`config.mk`:
```
export PLATFORM = sky130hd
export DESIGN_NAME = gp_alarm_timer
export DESIGN_NICKNAME = d
export VERILOG_FILES = /design/src/rtl/tmr_pkg.sv /design/src/rtl/tmr_prescaler.sv /design/src/rtl/tmr_counter.sv /design/src/rtl/tmr_alarm.sv /design/src/rtl/gp_alarm_timer.sv
export SDC_FILE = /design/constraint.sdc
export NUM_CORES = 1
export LEC_CHECK = 0
export BUFFER_PORTS_ARGS = -buffer_cell sky130_fd_sc_hd__buf_2
export CORE_ASPECT_RATIO = 1.2
export CORE_MARGIN = 5
export CORE_UTILIZATION = 60
export CTS_BUF_LIST = sky130_fd_sc_hd__clkbuf_2
export DETAILED_ROUTE_END_ITERATION = 12
export PLACE_DENSITY = 0.86
export SYNTH_ARGS = -nofsm -noshare
export SYNTH_HDL_FRONTEND = slang
export SYNTH_SLANG_ARGS = --single-unit
```
`constraint.sdc`:
```
create_clock -name clk -period 5.6 [get_ports clk]
set_input_delay 0 -clock clk [delete_from_list [all_inputs] [get_ports clk]]
set_output_delay 0 -clock clk [all_outputs]
set_load 0.03 [all_outputs]
```
`src/rtl/tmr_pkg.sv`:
```
// Package: shared defaults and the direction encoding for the alarm timer.
// Assumes nothing beyond standard SystemVerilog.
package tmr_pkg;
    localparam int unsigned CNT_W_DEF = 54;
    localparam int unsigned DIV_W_DEF = 16;

    typedef enum logic {
        DIR_DOWN = 1'b0,
        DIR_UP   = 1'b1
    } dir_e;
endpackage

```
`src/rtl/tmr_prescaler.sv`:
```
// Module: tmr_prescaler
// Divides the clock into count ticks. A divider of N gives one tick every N
// enabled clocks, and a divider of zero means the full 2^DIV_W range.
// Assumes div_val is stable over a period; if it is lowered below the
// current phase, the next enabled clock ticks.
module tmr_prescaler #(
    parameter int unsigned DIV_W = tmr_pkg::DIV_W_DEF
) (
    input  logic             clk,
    input  logic             rst_n,
    input  logic             run_en,
    input  logic             restart,
    input  logic [DIV_W-1:0] div_val,
    output logic             tick
);
    logic [DIV_W-1:0] phase_q;
    logic [DIV_W-1:0] term;

    // Last phase value of a period (zero divider maps to all ones).
    always_comb term = (div_val == '0) ? '1 : (div_val - DIV_W'(1));

    assign tick = run_en && (phase_q >= term);

    // Phase counter: restart on load, wrap on tick, hold while halted.
    always_ff @(posedge clk) begin
        if (!rst_n) begin
            phase_q <= '0;
        end else if (restart || tick) begin
            phase_q <= '0;
        end else if (run_en) begin
            phase_q <= phase_q + DIV_W'(1);
        end
    end
endmodule

```
`src/rtl/tmr_counter.sv`:
```
// Module: tmr_counter
// The wide time base. Loads on a strobe, reloads on the first tick after an
// auto-reload alarm, and otherwise steps by one in the chosen direction.
// Assumes tick and load_stb are synchronous single-clock qualifiers.
module tmr_counter #(
    parameter int unsigned CNT_W = tmr_pkg::CNT_W_DEF
) (
    input  logic             clk,
    input  logic             rst_n,
    input  logic             tick,
    input  logic             load_stb,
    input  logic             reload_pend,
    input  tmr_pkg::dir_e    dir,
    input  logic [CNT_W-1:0] reload_val,
    output logic [CNT_W-1:0] count_q
);
    logic [CNT_W-1:0] stepped;

    // One step in the selected direction, wrapping modulo 2^CNT_W.
    always_comb begin
        if (dir == tmr_pkg::DIR_UP) stepped = count_q + CNT_W'(1);
        else                        stepped = count_q - CNT_W'(1);
    end

    // Count register: the load strobe beats a tick, a pending reload beats a step.
    always_ff @(posedge clk) begin
        if (!rst_n) begin
            count_q <= '0;
        end else if (load_stb) begin
            count_q <= reload_val;
        end else if (tick) begin
            count_q <= reload_pend ? reload_val : stepped;
        end
    end
endmodule

```
`src/rtl/tmr_alarm.sv`:
```
// Module: tmr_alarm
// Holds the arm bit, the reload-pending flag and the level interrupt.
// A match while armed fires once, disarms, and may request a reload.
// Assumes alarm_val is stable around the expected match.
module tmr_alarm #(
    parameter int unsigned CNT_W = tmr_pkg::CNT_W_DEF
) (
    input  logic             clk,
    input  logic             rst_n,
    input  logic [CNT_W-1:0] count_q,
    input  logic [CNT_W-1:0] alarm_val,
    input  logic             arm_stb,
    input  logic             autoreload_en,
    input  logic             tick,
    input  logic             load_stb,
    input  logic             irq_clr,
    output logic             alarm_hit,
    output logic             reload_pend,
    output logic             irq
);
    logic arm_q;
    logic pend_q;
    logic irq_q;

    assign alarm_hit   = arm_q && (count_q == alarm_val);
    assign reload_pend = pend_q;
    assign irq         = irq_q;

    // Arm bit: set by software, dropped by the alarm it produces.
    always_ff @(posedge clk) begin
        if (!rst_n)         arm_q <= 1'b0;
        else if (arm_stb)   arm_q <= 1'b1;
        else if (alarm_hit) arm_q <= 1'b0;
    end

    // Reload request: raised by an auto-reload alarm, consumed by the next tick.
    always_ff @(posedge clk) begin
        if (!rst_n)                          pend_q <= 1'b0;
        else if (load_stb)                   pend_q <= 1'b0;
        else if (alarm_hit && autoreload_en) pend_q <= 1'b1;
        else if (tick)                       pend_q <= 1'b0;
    end

    // Level interrupt: set by an alarm, cleared by software; set wins.
    always_ff @(posedge clk) begin
        if (!rst_n)         irq_q <= 1'b0;
        else if (alarm_hit) irq_q <= 1'b1;
        else if (irq_clr)   irq_q <= 1'b0;
    end
endmodule

```
`src/rtl/gp_alarm_timer.sv`:
```
// Module: gp_alarm_timer
// Top of the timer: prescaler, time base, alarm unit and the snapshot
// register used to read the count coherently.
// Assumes every input is synchronous to clk.
module gp_alarm_timer #(
    parameter int unsigned CNT_W = tmr_pkg::CNT_W_DEF,
    parameter int unsigned DIV_W = tmr_pkg::DIV_W_DEF
) (
    input  logic             clk,
    input  logic             rst_n,
    input  logic             run_en,
    input  logic             count_up,
    input  logic [DIV_W-1:0] div_val,
    input  logic [CNT_W-1:0] reload_val,
    input  logic             load_stb,
    input  logic [CNT_W-1:0] alarm_val,
    input  logic             alarm_arm,
    input  logic             autoreload_en,
    input  logic             irq_clr,
    input  logic             latch_stb,
    output logic [CNT_W-1:0] snap_cnt,
    output logic             irq
);
    logic             tick;
    logic             alarm_hit;
    logic             reload_pend;
    logic [CNT_W-1:0] count_q;
    logic [CNT_W-1:0] snap_q;
    tmr_pkg::dir_e    dir;

    assign dir      = count_up ? tmr_pkg::DIR_UP : tmr_pkg::DIR_DOWN;
    assign snap_cnt = snap_q;

    tmr_prescaler #(.DIV_W(DIV_W)) u_pre (
        .clk     (clk),
        .rst_n   (rst_n),
        .run_en  (run_en),
        .restart (load_stb),
        .div_val (div_val),
        .tick    (tick)
    );

    tmr_counter #(.CNT_W(CNT_W)) u_cnt (
        .clk         (clk),
        .rst_n       (rst_n),
        .tick        (tick),
        .load_stb    (load_stb),
        .reload_pend (reload_pend),
        .dir         (dir),
        .reload_val  (reload_val),
        .count_q     (count_q)
    );

    tmr_alarm #(.CNT_W(CNT_W)) u_alm (
        .clk           (clk),
        .rst_n         (rst_n),
        .count_q       (count_q),
        .alarm_val     (alarm_val),
        .arm_stb       (alarm_arm),
        .autoreload_en (autoreload_en),
        .tick          (tick),
        .load_stb      (load_stb),
        .irq_clr       (irq_clr),
        .alarm_hit     (alarm_hit),
        .reload_pend   (reload_pend),
        .irq           (irq)
    );

    // Snapshot register: captures the live count on a latch strobe.
    always_ff @(posedge clk) begin
        if (!rst_n)         snap_q <= '0;
        else if (latch_stb) snap_q <= count_q;
    end
endmodule

```
### Yosys cells after proc, flatten, opt, wreduce, memory -nomap -nowiden

Index checks and enable logic that the tools add are counted.

* flip-flop bits (word level): 127
* bits in latches: 0
* bits in writable memories: 0
* memory bits (read-only): 0
* bits of input ports: 133
* output and inout bits: 55
* logic and storage cells: 36
* memories: 0

* add/sub/neg operators: 4
* multipliers: 0
* divide/modulo/power cells: 0
* magnitude comparators: 1
* equal/unequal tests: 1
* shifts and indexed selects: 0
* multiplexer cells: 12
* bitwise operators: 1
* reduce and logical (&&, ||, !) cells: 11

Operator list (count)
* 54-bit two-way mux: 4
* 54-bit by 1-bit adder with 54-bit output, second input constant: 1
* 54-bit == test: 1
* 54-bit by 1-bit subtractor with 54-bit output, second input constant: 1
* 16-bit by 1-bit adder with 16-bit output, second input constant: 1
* 16-bit >= comparator: 1
* 16-bit zero test: 1
* 16-bit two-way mux: 1
* 16-bit by 1-bit subtractor with 16-bit output, second input constant: 1
* 2-bit nonzero test: 4
* 1-bit two-way mux: 7
* 2-bit OR reduction: 2
* 1-bit logical AND: 3
* 1-bit logical OR: 1
* 1-bit NOT: 1

### Logic depth before layout (Yosys ltp)

Gate-level depths: netlist (run 1).

* word-level depth: 6
* depth in mapped cells: 18

### Cells and area by module

From an unflattened synthesis (run 1), not the netlist that was laid out.

* cell total of the unflattened synthesis: 1204
* area, all modules: 9769.4 um^2

Modules (own cells, without submodules)
* tmr_counter: instances 1, cells an instance 776, area an instance 5589.1 um^2
* gp_alarm_timer: instances 1, cells an instance 173, area an instance 2089.5 um^2
* tmr_prescaler: instances 1, cells an instance 167, area an instance 1376.3 um^2
* tmr_alarm: instances 1, cells an instance 88, area an instance 714.4 um^2

### Least setup slack after synthesis (run 1)

No wires, ideal clock.

* path kind: input port to flip-flop
* start: in count_up
* end: reg u_cnt.count_q[46]
* setup time: 0.136 ns
* arrival time: 3.668 ns
* required time: 5.464 ns
* path slack: 1.797 ns
* stages: 12
* buffers on the path: 0
* cell sequence: inv_1 > ha_1 > and4_1 > and2_4 > a221o_2 > a31oi_4 > o21ai_2 > a221o_2 > a2111oi_4 > nor2_2 > a222oi_1 > o211ai_1

* longest elaborated chain between the ends: 5

Ends and longest elaborated chain
* start: declaration: line gp_alarm_timer.sv:12 `input logic count_up,`
* 1-bit two-way mux: line gp_alarm_timer.sv:31 `assign dir = count_up ? tmr_pkg::DIR_UP : tmr_pkg::DIR_DOWN;`
* 54-bit two-way mux: line tmr_counter.sv:21 `if (dir == tmr_pkg::DIR_UP) stepped = count_q + CNT_W'(1);`
* 54-bit two-way mux: line tmr_counter.sv:32 `count_q <= reload_pend ? reload_val : stepped;`
* 54-bit two-way mux: line tmr_counter.sv:31 `end else if (tick) begin`
* 54-bit two-way mux: line tmr_counter.sv:29 `end else if (load_stb) begin`
* end signal: assignment: line tmr_counter.sv:30 `count_q <= reload_val;`
* end signal: assignment: line tmr_counter.sv:32
* end: declaration: line tmr_counter.sv:15 `output logic [CNT_W-1:0] count_q`

Every way passes these cells. The select of a mux whose other input is x is not followed.
A chain may end at the register's enable or synchronous reset.

### Final worst setup path (run 1)

* start: in div_val[7]
* end: reg u_cnt.count_q[44]

* longest elaborated chain between the ends: 5
* elaborated cells on any way between the ends: 6

Ends and longest elaborated chain
* start: declaration: line gp_alarm_timer.sv:13 `input logic [DIV_W-1:0] div_val,`
* 16-bit by 1-bit subtractor with 16-bit output or 16-bit zero test (tied branches): line tmr_prescaler.sv:20 `always_comb term = (div_val == '0) ? '1 : (div_val - DIV_W'(1));`
* 16-bit two-way mux (*): line tmr_prescaler.sv:20
* 16-bit >= comparator (*): line tmr_prescaler.sv:22 `assign tick = run_en && (phase_q >= term);`
* 1-bit logical AND (*): line tmr_prescaler.sv:22
* 2-bit nonzero test (no source line) (*)

Mark *: on every way between the ends. The rest lies on a longest branch, timed or not.

==> results of run 1 <==
what timing repair did:
action	4_1_cts	5_1_grt
setup endpoints to repair	0	0
hold buffers	94	2
endpoints found under the hold margin	100	2
registers in the layout, indices dropped and copies added (netlist names):
| register | flops |
|---|---|
| u_alm.irq | 1 |
| u_alm.reload_pend | 1 |
| snap_cnt | 54 |
| u_pre.phase_q | 16 |
| u_cnt.count_q | 54 |
| u_alm.arm_q | 1 |
kinds of logic (layout without fill, tap and decap cells):
group	Yosys count	in the layout	share of synthesized area, %
compound gates	312	312	22.6
xor+xnor	120	120	11.3
fa+ha+maj	71	71	9.63
buf+inv	74	338	3.07
flops	127	127	27.3
mux	61	61	6.57
other cells	0	2	0
simple gates	364	364	19.5
placed cells by master, fill, tap and decap left out, drive strengths merged, types with 8 or more instances in the layout:
master,Yosys,layout
buf,2,196
dfxtp,127,127
dlygate4sd3,0,96
xor2,87,87
nor2,86,86
o21ai,86,86
nand2,84,84
a21oi,81,81
ha,70,70
mux2i,61,61
nor2b,61,61
xnor2,33,33
nand3,32,32
a21o,25,25
nand4,24,24
nor4,18,18
clkbuf,57,18
nor3,17,17
inv,15,15
a22oi,14,14
o21a,12,12
a211oi,12,12
and3,12,12
o211ai,10,10
o21bai,10,10
a222oi,9,9
a31oi,8,8
final cells by class:
cell class                 instances  area (um2)
multi-input combinational        928        6470
fill                            1119        3570
sequential                       127        2540
timing repair buffer             292        1960
tap                              204         255
clock inverter                    13         124
clock buffer                      18        90.1
inverter                          15        56.3
antenna                            2        5.00
path summary, 6_finish.rpt:
kind	slack (ps)	from	to	cells past startpoint
max reg2reg	1550	u_cnt.count_q[8]	u_cnt.count_q[53]	12
max	1350	div_val[7]	u_cnt.count_q[44]	18
min	50	reload_val[29]	u_cnt.count_q[29]	4
min reg2reg	530	snap_cnt[37]	snap_cnt[37]	2
synthesized netlist by cell type (18+ instances only):
cell type / instances / area share [%]
mux2i_1: 61 / 6.6
xnor2_1: 33 / 3.1
a21oi_1: 79 / 4.3
a21o_1: 24 / 1.9
nand4_1: 24 / 1.6
xor2_1: 87 / 8.2
nand3_1: 32 / 1.7
nand2_1: 84 / 3.4
nor2b_1: 61 / 4.1
dfxtp_1: 127 / 27
nor2_1: 85 / 3.4
nor4_1: 18 / 1.2
ha_1: 70 / 9.4
o21ai_0: 80 / 4.3
clkbuf_1: 57 / 2.3
worst register-to-register path: cells and delay by family, from the launching register on:
family,cells,cell delay (ps)
AOI/OAI and AO/OA,7,1910
and+or+nand+nor,2,530
adders and majority gates,1,320
buffers and inverters,1,580
DFF,1,440
xor gates and xnor gates,1,160
per-layer routing:
metal	wire length [um]	GRT usage, %	part of all wire [%]	up-vias
met2	15000	55.0	48	526
met4	2080	21.5	6.6	0
met5	0	0	0	-
li1	-	-	-	4616
met1	11700	39.6	37	4562
met3	2590	7.20	8.2	145
power by group through the flow:
stage,Clock [uW],Sequential [uW],Combinational (uW)
2_1_floorplan,0,1070,586
3_3_place_gp,0,1060,835
3_5_place_dp,0,1070,850
4_1_cts,569,1050,906
5_1_grt,611,1060,1010
6_report,563,1050,933
stage by stage:
stage          util [%]  total power, uW  area, um2  std cells
2_1_floorplan         -             1650       9300       1129
6_report           76.3             2550      11500       1599
4_1_cts            76.1             2520      11500       1595
3_5_place_dp       68.5             1920      10300       1470
3_3_place_gp       68.5             1900      10300       1470
5_1_grt            76.3             2680      11500       1599
==> results.md, run 1 <==
- The initial core utilization is between 60% and 70%.
- The post-route netlist has approximately 18% of its cells at a drive strength greater than 1.
- The primary flip-flop cell chosen by synthesis mapping is dfxtp_1.
- The top-level port count is 188.
- The worst slew margin relative to its limit is between 20% and 30%.
- The slowest stage cell on the critical path is or4_1.
- The stage delay of the slowest cell on the critical path is around 600 ps.
- The H-tree was split into 4 levels.
- The insertion delay to the later sink of the worst-skew pair is 760 ps.
- The clock passes through at most 2 buffers.
- The category of cells accounting for the largest share of critical-path delay is simple AND/OR/NAND/NOR gates.
- Traced cell by cell, the critical path runs through buf_2 -> or4_1 -> nor4_1 -> nand2b_1 -> nor3_1 -> nor2_1 -> ha_1 -> a21oi_1 -> o21a_1 -> a21oi_1 -> or2_2 -> a31o_2 -> nand2_1 -> nor2_1 -> buf_4 -> a222oi_1 -> o21ai_0 -> dlygate4sd3_1.
- The maximum resistive drop on vdd is approximately 160 uV.
- The clock drives 127 sinks.
- The count of endpoints failing hold in the final timing report came to 0.
- The violation count after the first detailed-routing iteration is roughly 960.
- Counting flops with a built-in enable in the synthesized netlist gives 0.
- The number of global-route vias before repair came to 9438.
- For this design the static power due to leakage is ~0.0053 uW.
- The buffer count from post-CTS setup fixing is 0.
- The cell count after synthesis came out at roughly 1100.
- The antenna violation net count after detailed routing is 0.
- In this run, CTS created clock tree buffers numbering 17.
- Of the total power, combinational logic draws 36.6%.
- The number of max-slew violations in the final report came to 0.
- The number of antenna violations at the first check in global routing came to 2.
- The relative contribution of the clock network to total power is between 20% and 30%.
- The global-route congestion overflow total is 0.
- Setup violations remaining at the end of the flow were counted as 0.
- Power spread over the standard cell area amounts to about 220 mW/mm2.
- Net switching is ~40% of the power.
- The post-synthesis sequential element count is approximately 130.
- For this design the total switching power over the nets is between 900 and 1000 uW.
- The estimated wirelength of the detail-placed design is 22.3 mm.
- The flow ran to the end, and the final reports show no timing, DRC or antenna violations.
- The growth of design area from synthesis to finish is 23.8%.
- In the routed layout, each cell is associated on average with a via count of between 6 and 7.
- Summed over all failing endpoints, the final setup total negative slack is 0 ps.
- The post-detailed-route wirelength per cell is 19.7 um.
- STA classifies the critical path startpoint as an input port.
- Before antenna repair, the detailed router went through 6 iterations.
- The critical path in this run is classified as in2reg.
- The number of gates resized after CTS is 0.
- The site row count is between 40 and 50.
- The largest net degree at the start of global routing is 55.
- For this run, the number of Yosys warnings is 0.
- The total of buffers placed on input and output ports is about 190.
- The portion of total power attributed to sequential cells is 41.3%.
- The net count after synthesis is 1333.
- The data arrival time of the worst path is a little under 5000 ps.
- The total global-route track usage is between 30 and 40%.
- The post-synthesis instance area is roughly 0.0093 mm2.
- Across the run, the number of max-cap violations was 0.
- The worst hold path class is in2reg.
- The highest clock rate is 235 MHz.
- For the worst setup path, the data required time is 6260 ps.
- For this run, the register share of the synthesized area comes to 27.3%.
- Clock-pin slew was measured on the worst setup and hold paths at between 200 and 250 ps.
- The post-layout worst setup margin is 1350 ps.
- The internal power of the cells is between 1500 and 2000 uW.
- Of all nets on the critical path, the largest fanout is 14.
- The sum of buffers and inverters on the critical path is 3.
- The share of the clock period used by the worst path after layout is between 70% and 80%.
- The tightest hold path in the finished design has a slack of 47.2 ps.
- The global-route wire length before repair is 48.1 mm.
- The average instance area after synthesis is ~8.2 um2.
- The placeable core region is between 0.015 and 0.02 mm2.
- Setup repair after global routing left no endpoint under its margin.
- The area enclosed by the die boundary is 0.0181 mm2.
- The clock arrives with around 42 ps of skew.
- Yosys mapped the design onto 73 distinct sky130hd cell types.
- The number of remaining DRC errors is 0.
- The wire length after detailed routing is ~31 mm.
- Clock tree synthesis selected as its root buffer the cell clkbuf_2.
- The slew at the pin closest to its max-slew limit is 1180 ps.
- The total via count in the routed design is between 9000 and 10000.
- The setup slack at placement is roughly 1100 ps.
- The routability congestion estimate from global placement is 1.03.
- The net count reported at finish is 1585.
- The chip width is 124 um.
- Measured along the y axis, the die boundary spans about 150 um.
- The clock tree from TritonCTS is done.
- The final critical delay including setup and external delays is about 4300 ps.
- The type of element capturing the critical path is a flip-flop.
- In the synthesized netlist the async set-or-reset flop fraction comes to 0%.
Note: power is estimated with default switching activity, not from simulation.
==> run 2: changes to the inputs <==
- CORE_UTILIZATION: 60 -> 52
- PLACE_DENSITY: 0.86 -> 0.79
- clock period: 5.6 -> 3.62 ns (I/O delays scaled with it)
==> run 2 against run 1 <==
Die area rose by 14%. Core utilization shrank 6.9 points. Clock skew fell by 11 ps. Global-route usage decreased by 3.7 points. Flip-flop and latch count unchanged. Via count up 0.61%. Non-clock buffer count rose by 56. Register-to-register slack got worse by 1400 ps. Critical path depth is 5 lower.
==> results.md, run 2 (synthesis gave the netlist of run 1 again) <==
- The first global-routing pass estimated 50.5 mm of wire.
- In the routed layout, each cell is associated on average with a via count of just under 6.
- The sum of buffers and inverters on the critical path is 2.
- The signal on the critical path passes through ha_1 -> o21ai_0 -> nor2_1 -> or3_1 -> a221oi_4 -> buf_4 -> or2_2 -> nand2b_1 -> a21oi_1 -> xor2_1 -> o211ai_1 -> o211a_1 -> dlygate4sd3_1.
- The total global-route track usage is approximately 30%.
- The tree is rooted in a clkbuf_2.
- The violation count after the first detailed-routing iteration is 922.
- In this run the tightest slew margin relative to its limit is around 34%.
- The clock net in this run drives a total of 127 sinks.
- For this design the static power due to leakage is 0.00564 uW.
- The slew at the pin closest to its max-slew limit is 993 ps.
- The clock tree from TritonCTS is done.
- The total of fill cells in the finished design is around 1400.
- The antenna violation net count after detailed routing is 0.
- Counting instances, the worst hold path has a depth of 4.
- The highest clock rate is roughly 290 MHz.
- The reg2reg setup slack is slightly below 200 ps.
- The tool flagged a number of max-cap violations equal to 0.
- The kind of start point of the critical path is a flip-flop.
- Data on the critical path arrives at its endpoint at 4080 ps.
- Setup violations remaining at the end of the flow were counted as 0.
- The wire length after detailed routing is ~32 mm.
- The worst setup path is of the reg2reg kind.
- The net count of the finished layout is roughly 1600.
- The endpoint of the worst hold-timing path is snap_cnt[2].
- Of all nets on the critical path, the largest fanout is 6.
- The number of max-slew violations in the final report was 0.
- Entering global routing, the biggest net connects between 60 and 70 pins.
- The clock arrives with between 30 and 40 ps of skew.
- IR analysis of the VDD net gives a maximum drop of about 200 uV.
- Per report_power, the clock group accounts for around a quarter of the total.
- In this design, the stage delay of the slowest critical-path cell is roughly 540 ps.
- The total power per unit cell area is 352 mW/mm2.
- In this run the critical register-to-register path is launched from u_cnt.count_q[9].
- The count of endpoints failing hold in the final timing report came to 0.
- The initial utilization of the core area, before any placement, comes to a little over half.
- The run finished with clean final reports.
- In this run the critical register-to-register path is captured at u_cnt.count_q[21].
- Clock tree synthesis inserted a total of 17 buffers.
- Among cell families on the critical path, the largest total delay comes from compound AO/OA/AOI/OAI gates.
- Measured along the x axis, the die boundary spans around 130 um.
- The H-tree generated during clock tree synthesis spans 4 levels.
- The proportion of total power due to net switching is around 37%.
- The growth of design area from synthesis to finish is 31.2%.
- Leaving out fill and tap cells, the most frequent cell in the layout is buf_2.
- In this run the tool buffered the top-level ports with about 190 buffer cells.
- The slowest stage of the critical path is the dlygate4sd3_1 cell.
- The area enclosed by the die boundary is roughly 0.021 mm2.
- The routed layout has approximately 9900 vias.
- The congestion estimate from routability-driven global placement came to a little under 1.
- Detailed placement ended at an HPWL of 23.1 mm.
- The worst path uses between 90 and 100% of the clock period.
- Pin placement for this block handled between 150 and 200 I/O pins.
- Sequential cells account for between 30% and 40% of the total power.
- The analysis attributes to net switching a power of between 1500 and 2000 uW.
- The number of remaining DRC errors is 0.
- The number of antenna violations at the first check in global routing was 1.
- The library cells used most frequently in the layout, excluding fill and tap cells, are 187 x buf_2, 123 x dfxtp_1, 110 x dlygate4sd3_1, 87 x xor2_1, 84 x nor2_1.
- At the worst endpoint, the required time is ~4300 ps.
- The total negative slack for setup checks is 0 ps.
- The floorplan has between 50 and 60 rows.
- The number of global-route vias before repair is 9724.
- Measured on the finished design, the core utilization comes to 69.4%.
- In the final layout, the share of cells above drive strength 1 is between 20% and 30%.
- The clock-pin slew on the worst setup and hold paths is roughly 200 ps.
- The internal power of the cells is between 2000 and 3000 uW.
- STA classifies the critical path endpoint as a flip-flop.
- The tightest min-delay check is of the in2reg type.
- The global-route congestion overflow total is 0.
- The die is ~160 um tall.
- The placeable core region is 0.0176 mm2.
- Combinational logic is responsible for 36.1% of the overall power.
- The final critical delay including setup and external delays is approximately 3400 ps.
- The post-detailed-route wirelength per cell is approximately 19 um.
- For this run, the detailed router's first-pass iteration total came to 6.
- In this run the most critical hold path is launched from latch_stb.
- The insertion delay to the later sink of the worst-skew pair is around 750 ps.
- For the worst flop-to-flop path, the logic depth is 13.
- The buffer levels on the longest clock path is 2.
## run 2: cell count changes in the layout (fill, tap and decap cells not counted), moves of 4 or more
| cell | previous run | this run |
|---|---|---|
| buf_4 | 9 | 47 |
| dfxtp_1 | 127 | 123 |
| dfxtp_2 | 0 | 4 |
| dlygate4sd3_1 | 96 | 110 |
| o21ai_0 | 80 | 74 |
| o21ai_1 | 4 | 10 |
## run 2: area by class of cell
class	instances	area, um2	area share [%]
Antenna cell	1	2.50	0.0205
Clock buffer	18	90.1	0.738
Sequential cell	127	2550	20.9
Multi-Input combinational cell	928	6550	53.7
Tap cell	220	275	2.26
Clock inverter	14	216	1.77
Inverter	15	60.1	0.492
Timing Repair Buffer	348	2460	20.2
## run 2: power groups by stage
| stage | logic, uW | registers (uW) | clock network (uW) |
|---|---|---|---|
| after detailed placement | 1380 | 1650 | 0 |
| after global routing | 1680 | 1630 | 1190 |
| after CTS | 1490 | 1620 | 1130 |
| final | 1550 | 1620 | 1120 |
| after global placement | 1370 | 1640 | 0 |
| after floorplan | 907 | 1650 | 0 |
## run 2: worst register-to-register path: stages (launching register included)
cell,delay [ps]
dfxtp_1,370
ha_1,360
o21ai_0,230
nor2_1,90
or3_1,410
a221oi_4,330
buf_4,180
or2_2,120
nand2b_1,90
a21oi_1,190
xor2_1,160
o211ai_1,110
o211a_1,170
dlygate4sd3_1,540
## run 2: how the worst max path moves through the flow
stage	start	end	cells past startpoint
2_1_floorplan	count_up	u_cnt.count_q[46]	12
3_3_place_gp	div_val[7]	u_cnt.count_q[9]	17
3_5_place_dp	div_val[3]	u_cnt.count_q[46]	18
4_1_cts	u_cnt.count_q[1]	u_cnt.count_q[45]	11
5_1_grt	div_val[3]	u_cnt.count_q[0]	18
6_report	u_cnt.count_q[9]	u_cnt.count_q[21]	13
## run 2: layer usage
metal	global-route usage, %	wire length [um]	vias to the layer above
li1	-	-	4741
met1	35.2	12500	4627
met2	51.0	15500	430
met3	7.62	2480	111
met4	15.7	1730	0
met5	0	0	-
## run 2: stage by stage
step | cells | cell area (um2) | worst slack, ps | total power (uW) | hold WS, ps
final | 1671 | 12200 | 199 | 4290 | 39.7
after global routing | 1671 | 12200 | -24.2 | 4510 | 35.3
after CTS | 1668 | 12100 | 91.8 | 4240 | 0.00755
after detailed placement | 1526 | 10700 | -94.0 | 3030 | 232
after floorplan | 1129 | 9310 | 17.4 | 2560 | 76.1
after global placement | 1526 | 10700 | 18.8 | 3010 | 219
## run 2: repair_timing
item                                   CTS  global route
setup endpoints to repair                0             8
gates resized for setup                  0            26
buffers inserted                         0             2
endpoints found under the hold margin  127             0
hold buffers                           110             0
==> run 3: changes to the inputs <==
--- a/config.mk
+++ b/config.mk
@@ -7,3 +7,3 @@
 export LEC_CHECK = 0
-export BUFFER_PORTS_ARGS = -buffer_cell sky130_fd_sc_hd__buf_2
+export BUFFER_PORTS_ARGS = -buffer_cell sky130_fd_sc_hd__buf_4
 export CORE_ASPECT_RATIO = 1.2
--- a/constraint.sdc
+++ b/constraint.sdc
@@ -3,2 +3,2 @@
 set_output_delay 0 -clock clk [all_outputs]
-set_load 0.03 [all_outputs]
+set_load 0.02 [all_outputs]
==> run 3 against run 2 <==
Clock power decreased by 17%. Power is 4.2% lower. Worst hold slack improved by 19 ps. Sequential share of layout area down 0.34 points. Combinational power barely moved. Maximum frequency is essentially flat. Critical path type unchanged. Largest power group unchanged. Highest routed layer unchanged.
==> results.md, run 3 (synthesis gave the netlist of run 1 again) <==
- The launch point of the worst hold path is reload_val[34].
- Net switching is between 30% and 40% of the power.
- The start-to-end type of the worst setup path is reg2reg.
- The first detailed-routing pass ran for 6 iterations.
- Across the VDD grid, the largest voltage drop is approximately 200 uV.
- The violation count after the first detailed-routing iteration is roughly 1000.
- For the pin with the worst max-slew slack, the measured transition is roughly 1000 ps.
- The initialized floorplan defines 53 standard-cell rows.
- Setup repair after global routing left no endpoint under its margin.
- The total number of H-tree levels is 4.
- The post-layout worst setup margin is around 200 ps.
- For met1 alone, demand over resource in global routing was 35.6%.
- The total via count in the routed design is 9859.
- Global routing consumed, on the met2 layer, about 52% of the routing resources.
- The buffer levels on the longest clock path is 2.
- Summed over all layers, the global routing overflow is 0.
- Entering global routing, the biggest net connects 76 pins.
- In the global route stage, overall resource usage came out at 30.2%.
- In this run the tightest slew margin relative to its limit is around 32%.
- The worst hold path belongs to the class in2reg.
- The total of buffers placed on input and output ports is about 190.
- The completed layout was analyzed and its total power is between 4000 and 5000 uW.
- The area used by sequential logic in the layout is ~0.0025 mm2.
- Walking the worst path, the cells encountered are fa_1 -> a211oi_1 -> nor2_1 -> o31a_1 -> a31oi_4 -> o21ai_2 -> a221o_2 -> a2111oi_4 -> nor2_2 -> a222oi_1 -> o211ai_1.
- The slowest stage cell on the critical path is fa_1.
- The net count reported at finish is 1624.
- The internal power of the cells is 2580 uW.
- Dividing the detail-routed wire length by the instance count gives ~19 um.
- In this run the horizontal extent of the chip is ~130 um.
- The global-route wire length before repair is just over 50 mm.
- In this run the worst path has a maximum fanout of 5.
- Setup violations remaining at the end of the flow were counted as 0.
- The area enclosed by the die boundary is 0.0207 mm2.
- The number of max-slew violations in the final report is 0.
- Across the routed clock network, the largest skew measured is around 32 ps.
- The most common library cell in the layout ignoring fill and taps is buf_4.
- The flow ran to the end, and the final reports show no timing, DRC or antenna violations.
- The number of global-route vias before repair is 9693.
- The root buffer cell is clkbuf_2.
- In this run, the combinational gates consume a little under two fifths of the power.
- The global routing met3 resource utilization is between 6 and 7%.
- The die extent in y is around 160 um.
- The total power per unit cell area is between 300 and 400 mW/mm2.
- Registers are responsible for just under 40% of the overall power.
- Leaving out fill and tap cells, the most frequent cells in the layout are 235 x buf_4, 125 x dfxtp_1, 93 x dlygate4sd3_1, 87 x xor2_1.
- Detailed placement finished with a half-perimeter wire length of roughly 24 mm.
- Of the cells placed in the final design, the portion with a size suffix greater than 1 is 21.1%.
- The routability congestion estimate from global placement is 1.01.
- The category of cells accounting for the largest share of critical-path delay is compound AO/OA/AOI/OAI gates.
- The most used routing layer is met2.
- The number of remaining DRC errors is 0.
- The setup slack at placement is -70.2 ps.
- Subtracting the final worst setup slack from the clock period gives approximately 3400 ps.
- The share of the clock period used by the worst path after layout is between 90% and 100%.
- The net switching component of the power is between 1500 and 2000 uW.
- The core region is ~0.018 mm2.
- For this design the top-level I/O count stands at between 150 and 200.
- Summed over all cells, the static leakage comes to between 0.005 and 0.006 uW.
- The detailed-route vias per instance is 5.96.
- TritonCTS built the clock tree.
- Derived from the worst setup path, the maximum achievable clock frequency is ~300 MHz.
- The most critical setup path has its startpoint at u_cnt.count_q[0].
- Counting both buffers and inverters, the worst setup path holds a total of 0.
- The max capacitance violation total is 0.
- The relative contribution of the clock network to total power is about 23%.
- The data arrival time of the worst path is between 4000 and 5000 ps.
- The area of the multi-input gates is roughly 0.0065 mm2.
- Final hold analysis gives a worst-case slack of 58.9 ps.
- The growth of design area from synthesis to finish is 33.3%.
- The total of fill cells in the finished design is ~1400.
- The largest single stage delay on the critical path is approximately 450 ps.
- After detailed routing, the total wire length is about 32 mm.
- The total clock sinks is 127.
- The initial utilization of the core area, before any placement, comes to 52.9%.
- Counting the buffers created by CTS gives 17.
- The number of antenna violations at the first check in global routing is 2.
- Clock-pin slew was measured on the worst setup and hold paths at approximately 210 ps.
- The insertion delay to the later sink of the worst-skew pair is between 700 and 800 ps.
- The kind of start point of the critical path is a flip-flop.
- The count of endpoints failing hold in the final timing report was 0.
- The required time of the critical path is ~4300 ps.
- The type of element capturing the critical path is a flip-flop.
- The count of nets left with antenna violations once routing finished came out at 0.
- The launch instance of the worst register-to-register path is u_cnt.count_q[0].
-- run 3: changes by cell type in the layout (fill, tap and decap cells not counted), sizes merged --
cell         change
bufinv           -2
dlygate4sd3     -17
diode            +1
clkinv           +3
clkbuf           -1
-- run 3: power by group through the flow --
stage,Sequential [uW],Combinational (uW),Clock (uW)
after global routing,1640,1690,1010
final,1630,1560,930
after floorplan,1630,907,0
after global placement,1650,1400,0
after CTS,1620,1510,944
after detailed placement,1650,1420,0
-- run 3: path summary, 6_finish.rpt --
check	to	slack, ps	cells after the start
worst min-delay path	u_cnt.count_q[34]	60	4
worst min register to register	snap_cnt[41]	530	2
worst max register to register	u_cnt.count_q[46]	200	11
worst max-delay path	u_cnt.count_q[46]	200	11
-- run 3: routing by layer --
metal | routed length [um] | vias up
met2 | 15700 | 440
li1 | - | 4714
met3 | 2260 | 96
met1 | 12600 | 4609
met4 | 1530 | 0
met5 | 0 | -
-- run 3: timing repair --
item,CTS,global route
endpoints found under the setup margin,0,1
endpoints found under the hold margin,127,0
hold buffers,93,0
setup buffers,0,1
resized for setup,0,13
-- run 3: worst register-to-register path, stage by stage, from the launching register on --
cell	delay, ps
dfxtp_1	370
fa_1	450
a211oi_1	220
nor2_1	110
o31a_1	380
a31oi_4	310
o21ai_2	150
a221o_2	400
a2111oi_4	370
nor2_2	120
a222oi_1	330
o211ai_1	140
-- run 3: per-stage QoR --
stage / instance area, um2 / cells / setup TNS [ps] / util, %
2_1_floorplan: 9310 / 1129 / 0 / -
3_3_place_gp: 11200 / 1527 / 0 / 63.6
3_5_place_dp: 11200 / 1527 / -166 / 63.6
4_1_cts: 12300 / 1652 / 0 / 70.2
5_1_grt: 12400 / 1655 / 0 / 70.5
6_report: 12400 / 1655 / 0 / 70.5
-- run 3: area by class of cell --
type	count	share of cell area, %
tap	220	2.22
clock inverter	15	1.22
timing repair buffer	331	22.2
multi-input combinational	928	52.6
clock buffer	17	0.686
sequential	127	20.5
inverter	15	0.485
antenna	2	0.0404
